`src/rtl/tally_pkg.sv`:
```
// Shared types for the counter machine: sequencer states and opcode values.
package tally_pkg;
    typedef enum logic [2:0] {
        ST_IDLE,
        ST_FOP,
        ST_FA,
        ST_FB,
        ST_EXEC
    } state_t;

    localparam int OP_HALT = 0;
    localparam int OP_INC  = 1;
    localparam int OP_DEC  = 2;
    localparam int OP_JZ   = 3;

    localparam int PC_CELL = 1;
    localparam int IR_CELL = 2;
endpackage

```
`src/rtl/tally_decode.sv`:
```
// Opcode classifier. Pure combinational logic: maps a cell value onto one of
// the four instruction classes or flags it as illegal.
// Assumes: the value is an unsigned cell content.
module tally_decode #(
    parameter int CELL_W = 16
) (
    input  logic [CELL_W-1:0] op,
    output logic              is_halt,
    output logic              is_inc,
    output logic              is_dec,
    output logic              is_jz,
    output logic              is_bad
);
    import tally_pkg::*;

    // Compare the value against each legal code.
    always_comb begin
        is_halt = (op == CELL_W'(OP_HALT));
        is_inc  = (op == CELL_W'(OP_INC));
        is_dec  = (op == CELL_W'(OP_DEC));
        is_jz   = (op == CELL_W'(OP_JZ));
        is_bad  = !(is_halt || is_inc || is_dec || is_jz);
    end
endmodule

```
`src/rtl/tally_regfile.sv`:
```
// Unified cell file holding program, operands and data.
// It has two write ports (port 0 wins on the same cell) and two asynchronous
// read ports, one for the host and one for the core. The program-counter and
// instruction cells are also exposed directly.
// Assumes: DEPTH > IR cell index; all cells clear on reset.
module tally_regfile #(
    parameter int CELL_W = 16,
    parameter int DEPTH  = 64,
    localparam int ADDR_W = $clog2(DEPTH)
) (
    input  logic              clk,
    input  logic              rst_n,
    input  logic              w0_en,
    input  logic [ADDR_W-1:0] w0_addr,
    input  logic [CELL_W-1:0] w0_data,
    input  logic              w1_en,
    input  logic [ADDR_W-1:0] w1_addr,
    input  logic [CELL_W-1:0] w1_data,
    input  logic [ADDR_W-1:0] rh_addr,
    output logic [CELL_W-1:0] rh_data,
    input  logic [ADDR_W-1:0] rc_addr,
    output logic [CELL_W-1:0] rc_data,
    output logic [CELL_W-1:0] pc_q,
    output logic [CELL_W-1:0] ir_q
);
    import tally_pkg::*;

    logic [CELL_W-1:0] cells [DEPTH];

    for (genvar i = 0; i < DEPTH; i++) begin : g_cell
        // Per-cell storage with port 0 taking priority.
        always_ff @(posedge clk) begin
            if (!rst_n)
                cells[i] <= '0;
            else if (w0_en && (w0_addr == ADDR_W'(i)))
                cells[i] <= w0_data;
            else if (w1_en && (w1_addr == ADDR_W'(i)))
                cells[i] <= w1_data;
        end
    end

    // Read ports and fixed-role views.
    always_comb begin
        rh_data = cells[rh_addr];
        rc_data = cells[rc_addr];
        pc_q    = cells[PC_CELL];
        ir_q    = cells[IR_CELL];
    end
endmodule

```
`src/rtl/tally_seq.sv`:
```
// Fetch/execute sequencer. Each state lasts one cycle. The sequencer steers
// both write ports of the cell file, latches operands, range-checks
// addresses, keeps the error flag and counts running cycles. While idle it
// hands write port 0 to the host.
// Assumes: DEPTH is a power of two, so the range check is a test of the
// upper bits.
module tally_seq #(
    parameter int CELL_W = 16,
    parameter int DEPTH  = 64,
    parameter int CNT_W  = 32,
    localparam int ADDR_W = $clog2(DEPTH)
) (
    input  logic              clk,
    input  logic              rst_n,
    input  logic              start,
    input  logic              host_we,
    input  logic [ADDR_W-1:0] host_addr,
    input  logic [CELL_W-1:0] host_wdata,
    input  logic [CELL_W-1:0] pc_q,
    input  logic [CELL_W-1:0] ir_q,
    input  logic [CELL_W-1:0] rc_data,
    output logic [ADDR_W-1:0] rc_addr,
    output logic [CELL_W-1:0] dec_in,
    input  logic              is_halt,
    input  logic              is_inc,
    input  logic              is_dec,
    input  logic              is_jz,
    input  logic              is_bad,
    output logic              w0_en,
    output logic [ADDR_W-1:0] w0_addr,
    output logic [CELL_W-1:0] w0_data,
    output logic              w1_en,
    output logic [ADDR_W-1:0] w1_addr,
    output logic [CELL_W-1:0] w1_data,
    output logic              halted,
    output logic              error,
    output logic [CNT_W-1:0]  cycle_cnt
);
    import tally_pkg::*;

    state_t            state, nxt;
    logic [CELL_W-1:0] opnd_a, opnd_b;
    logic              err_q, err_set, pc_ok, a_ok, go;

    // Address checks, read steering and decoder input selection.
    always_comb begin
        pc_ok   = (pc_q[CELL_W-1:ADDR_W] == '0);
        a_ok    = (opnd_a[CELL_W-1:ADDR_W] == '0);
        rc_addr = (state == ST_EXEC) ? opnd_a[ADDR_W-1:0] : pc_q[ADDR_W-1:0];
        dec_in  = (state == ST_FOP) ? rc_data : ir_q;
        go      = (state == ST_IDLE) && start;
    end

    // Next state and write-port control for every phase.
    always_comb begin
        nxt     = state;
        err_set = 1'b0;
        w0_en   = 1'b0;
        w0_addr = ADDR_W'(PC_CELL);
        w0_data = pc_q + CELL_W'(1);
        w1_en   = 1'b0;
        w1_addr = ADDR_W'(IR_CELL);
        w1_data = rc_data;
        case (state)
            ST_IDLE: begin
                w0_en   = host_we;
                w0_addr = host_addr;
                w0_data = host_wdata;
                if (start) nxt = ST_FOP;
            end
            ST_FOP: begin
                if (!pc_ok) begin
                    err_set = 1'b1;
                    nxt     = ST_IDLE;
                end else begin
                    w0_en = 1'b1;
                    w1_en = 1'b1;
                    nxt   = (is_halt || is_bad) ? ST_EXEC : ST_FA;
                end
            end
            ST_FA, ST_FB: begin
                if (!pc_ok) begin
                    err_set = 1'b1;
                    nxt     = ST_IDLE;
                end else begin
                    w0_en = 1'b1;
                    nxt   = (state == ST_FA && is_jz) ? ST_FB : ST_EXEC;
                end
            end
            ST_EXEC: begin
                if (is_halt) begin
                    nxt = ST_IDLE;
                end else if (is_bad || !a_ok) begin
                    err_set = 1'b1;
                    nxt     = ST_IDLE;
                end else begin
                    nxt = ST_FOP;
                    if (is_inc || is_dec) begin
                        w0_en   = 1'b1;
                        w0_addr = opnd_a[ADDR_W-1:0];
                        w0_data = is_inc ? rc_data + CELL_W'(1)
                                : (rc_data == '0) ? '0 : rc_data - CELL_W'(1);
                    end else if (rc_data == '0) begin
                        w0_en   = 1'b1;
                        w0_data = opnd_b;
                    end
                end
            end
            default: nxt = ST_IDLE;
        endcase
    end

    // State, operand latches, error flag and cycle counter.
    always_ff @(posedge clk) begin
        if (!rst_n) begin
            state     <= ST_IDLE;
            opnd_a    <= '0;
            opnd_b    <= '0;
            err_q     <= 1'b0;
            cycle_cnt <= '0;
        end else begin
            state <= nxt;
            if (state == ST_FA && pc_ok) opnd_a <= rc_data;
            if (state == ST_FB && pc_ok) opnd_b <= rc_data;
            if (go)
                err_q <= 1'b0;
            else if (err_set)
                err_q <= 1'b1;
            if (go)
                cycle_cnt <= '0;
            else if (state != ST_IDLE)
                cycle_cnt <= cycle_cnt + CNT_W'(1);
        end
    end

    // Status outputs.
    always_comb begin
        halted = (state == ST_IDLE);
        error  = err_q;
    end
endmodule

```
`src/rtl/tally_core.sv`:
```
// Top of the stored-program counter machine. It connects the cell file, the
// sequencer and the opcode classifier. The host owns the cell file whenever
// the core is halted.
// Assumes: DEPTH is a power of two and larger than 2.
module tally_core #(
    parameter int CELL_W = 16,
    parameter int DEPTH  = 64,
    parameter int CNT_W  = 32,
    localparam int ADDR_W = $clog2(DEPTH)
) (
    input  logic              clk,
    input  logic              rst_n,
    input  logic              start,
    input  logic              host_we,
    input  logic [ADDR_W-1:0] host_addr,
    input  logic [CELL_W-1:0] host_wdata,
    output logic [CELL_W-1:0] host_rdata,
    output logic              halted,
    output logic              error,
    output logic [CNT_W-1:0]  cycle_cnt
);
    logic              w0_en, w1_en;
    logic [ADDR_W-1:0] w0_addr, w1_addr, rc_addr;
    logic [CELL_W-1:0] w0_data, w1_data, rc_data, pc_q, ir_q, dec_in;
    logic              is_halt, is_inc, is_dec, is_jz, is_bad;

    tally_regfile #(.CELL_W(CELL_W), .DEPTH(DEPTH)) rf_i (
        .clk(clk), .rst_n(rst_n),
        .w0_en(w0_en), .w0_addr(w0_addr), .w0_data(w0_data),
        .w1_en(w1_en), .w1_addr(w1_addr), .w1_data(w1_data),
        .rh_addr(host_addr), .rh_data(host_rdata),
        .rc_addr(rc_addr), .rc_data(rc_data),
        .pc_q(pc_q), .ir_q(ir_q)
    );

    tally_decode #(.CELL_W(CELL_W)) dec_i (
        .op(dec_in), .is_halt(is_halt), .is_inc(is_inc),
        .is_dec(is_dec), .is_jz(is_jz), .is_bad(is_bad)
    );

    tally_seq #(.CELL_W(CELL_W), .DEPTH(DEPTH), .CNT_W(CNT_W)) seq_i (
        .clk(clk), .rst_n(rst_n), .start(start),
        .host_we(host_we), .host_addr(host_addr), .host_wdata(host_wdata),
        .pc_q(pc_q), .ir_q(ir_q), .rc_data(rc_data),
        .rc_addr(rc_addr), .dec_in(dec_in),
        .is_halt(is_halt), .is_inc(is_inc), .is_dec(is_dec),
        .is_jz(is_jz), .is_bad(is_bad),
        .w0_en(w0_en), .w0_addr(w0_addr), .w0_data(w0_data),
        .w1_en(w1_en), .w1_addr(w1_addr), .w1_data(w1_data),
        .halted(halted), .error(error), .cycle_cnt(cycle_cnt)
    );
endmodule

```
`config.mk`:
```
export PLATFORM = sky130hd
export DESIGN_NAME = tally_core
export DESIGN_NICKNAME = d
export VERILOG_FILES = /design/src/rtl/tally_pkg.sv /design/src/rtl/tally_decode.sv /design/src/rtl/tally_regfile.sv /design/src/rtl/tally_seq.sv /design/src/rtl/tally_core.sv
export SDC_FILE = /design/constraint.sdc
export NUM_CORES = 2
export LEC_CHECK = 0
export ABC_CLOCK_PERIOD_IN_PS = 10700
export BUFFER_PORTS_ARGS = -buffer_cell sky130_fd_sc_hd__buf_2
export CORE_MARGIN = 10
export CORE_UTILIZATION = 40
export CTS_BUF_LIST = sky130_fd_sc_hd__clkbuf_16
export DETAILED_ROUTE_END_ITERATION = 6
export MAX_ROUTING_LAYER = met4
export PLACE_DENSITY_LB_ADDON = 0.3
export SKIP_CTS_REPAIR_TIMING = 1
export SLEW_MARGIN = 20
export SYNTH_ARGS = -nofsm -noshare
export SYNTH_HDL_FRONTEND = slang
export SYNTH_HIERARCHICAL = 1
export SYNTH_SLANG_ARGS = --single-unit
export TNS_END_PERCENT = 1
```
`constraint.sdc`:
```
create_clock -name clk -period 10.7 [get_ports clk]
set_clock_uncertainty 0.2 [all_clocks]
set_input_delay 1.07 -clock clk [delete_from_list [all_inputs] [get_ports clk]]
set_output_delay 1.07 -clock clk [all_outputs]
set_load 0.02 [all_outputs]
```
==> reports/metrics.csv <==
metric;value;unit
path_class;reg -> reg;
start_util;40.3;%
fin_setup_tns;0;ns
drc;0;
p_leak;24.6;nW
fmax;0.0968;GHz
crit_family;simple AND/OR/NAND/NOR gates;
syn_area_per_cell;13.9;um2
core-area;161000;um2
h-tree-depth;4;
final_nets;4511;
dieArea;179000;um2
synth_ff_type;edfxtp_1;
dp_hpwl;173000;um
m1WireLength;97300;um
violations;slew limit;
grt_pass1_vias;47055;
relSlewSlack;-111;%
worstSetupEndpointType;register;
vias_per_cell;7.44;
synth-compound-area-share;18.8;%
synth.distinct_cells;84;
dr_wl_met3;39600;um
gr-total-overflow;0;
cts_tree;done;
root_buffer;clkbuf_16;
netlist_area;64800;um2
dieHeight;423;um
worst_pin_slew;3.15;ns
routed.top_layer;met4;
grt_pass1_wl;376000;um
crit_path_start;seq_i/state[1];
synth_cells;4666;
io_buffers;75;
drv_slew;664;
synthMuxAreaShare;20.0;%
place.gp.congestion;1.03;
cts.clk_slew.worst_paths;0.06;ns
synth_async_sr_flop_share;0;%
wire_per_inst;40.1;um
final.min_clock_period;10.33;ns
synthXorXnorAreaFrac;0.621;%
fin_crit_sh;96.6;%
hp-start;seq_i/cycle_cnt[31];
crit_chain;nor2_1 > nand2_1 > mux2_8 > mux4_2 > a22oi_1 > nand2_1 > o21ai_0 > buf_4 > a211oi_4 > mux2_2 > or4_4 > or4b_1 > nor4_1 > nand3_1 > or2_2 > o32ai_1 > nand2_1 > or2_1 > o221ai_2;
first_iter_violations;8987;
wirelength;271000;um
nFillCells;14191;
hold_viol;0;
maxCapViolations;0;
p_total;0.0111;W
peakVddDrop;0.000136;V
status;finished with violations;
rsz0062_at_grt;no;
met2WireLength;118000;um
rows;147;
drive_gt1_share;26.9;%
r2r_start;seq_i/state[1];
cpMostUsedCell;nand2_1;
start_kind;register;
cp.required;10.89;ns
dpl_cell_area;67800;um2
fin_area;72100;um2
antenna_found_initial;27;
ant_nets;0;
ys_warn_count;6;
yosysSeqAreaShare;49.5;%
area_growth;11.2;%
layout_commonest_cell;a22o_1;
cts_buffer_depth;3;
worstSkewPairLatency;0.81;ns
final_cell_mix;a22o_1 (1040), edfxtp_1 (1024), mux4_2 (491), buf_4 (248), nor2_1 (193);
hold_path.class;reg -> reg;
die_width;423;um
cellPowerDensity;154;nW/um2
synth_edf_count;1024;
vias;50270;
critPathSlowestCell;o221ai_2;
hold_slack;0.301;ns
cts_made_buffers;131;
synth_top_family_by_area;multiplexers;
cts.sinks;1092;
synth_adder_area_share;0.0965;%
grt_max_degree;90;
synth-seq-cells;1092;
setup_viol;0;
io_pins;76;
critPathBufInv;1;
track_usage;29.9;%
synthSimpleGateAreaFrac;6.11;%
crit_path_max_fanout;60;
drt-pass1-iter-count;7;
cp.arrival;10.52;ns
utilization;44.9;%
max_stage_delay;1.09;ns
layer usage:
metal / track usage (%) / vias to the layer above
met5: - / -
met4: 15.1 / 0
met2: 42.9 / 4425
li1: - / 19245
met3: 9.15 / 737
met1: 38.3 / 25863
per-stage QoR:
step / instances / worst slack (ns)
floorplan: 4670 / 2.74
global placement: 6507 / 0.924
finish: 6761 / 0.369
CTS: 6740 / 0.740
global route: 6760 / 0.181
detailed placement: 6507 / 0.742
path summary, 6_finish.rpt:
kind              cells past startpoint  slack, ns                   to
setup / recovery                     19       0.37    rf_i/cells[29][3]
hold / removal                        2       0.30  seq_i/cycle_cnt[31]
setup reg to reg                     19       0.37    rf_i/cells[29][3]
hold reg to reg                       2       0.30  seq_i/cycle_cnt[31]
synth_stat cells, types with 35 or more instances:
cell type	count	share of area, %
a22o_1	1040	14
edfxtp_1	1024	47
mux4_2	491	17
clkbuf_1	343	2.0
nor2_1	200	1.2
buf_2	194	1.5
a22oi_1	138	1.6
nand2_1	119	0.69
mux2i_1	116	1.8
nand3_1	76	0.59
a21oi_1	70	0.54
dfxtp_1	68	2.1
o221ai_1	63	0.85
nor2b_1	60	0.58
buf_4	52	0.60
nor3_2	52	0.80
buf_1	49	0.28
nor3_1	44	0.34
o21ai_0	35	0.27
cells by family after synthesis:
group,Yosys count
AO/OA/AOI/OAI,1473
XOR/XNOR,46
adder cells (fa/ha/maj),5
buffers and inverters,672
flip-flops,1092
multiplexers,656
other,2
AND/OR/NAND/NOR,720
worst reg2reg max path, delay by kind of cell, from the launching register on:
kind | cells | cell delay, ns
AO/OA/AOI/OAI | 5 | 3.11
flip-flops | 1 | 0.40
multiplexers | 3 | 1.97
AND/OR/NAND/NOR | 10 | 4.01
buffers and inverters | 1 | 0.25
sequential cells by signal, indices dropped and copies added, names as in the netlist:
name / count
seq_i/state: 3
seq_i/opnd_b: 16
seq_i/opnd_a: 16
seq_i/error: 1
rf_i/cells: 1024
seq_i/cycle_cnt: 32
where the power goes:
group	switching [W]	leakage, nW	internal (W)
Sequential	0.000101	11.2	0.00481
Clock	0.00193	2.15	0.00252
Combinational	0.00125	11.3	0.000473
Total	0.00329	24.6	0.00780
layout make-up:
class	count	area [um2]	share of cell area (%)
Antenna cell	21	52.6	0.0729
Clock buffer	133	3330	4.62
Inverter	15	56.3	0.0781
Tap cell	2160	2700	3.75
Timing Repair Buffer	334	2500	3.47
Sequential cell	1092	32100	44.5
Multi-Input combinational cell	2906	30500	42.3
Clock inverter	100	872	1.21
No activity file was read; power rests on OpenSTA's default activity.
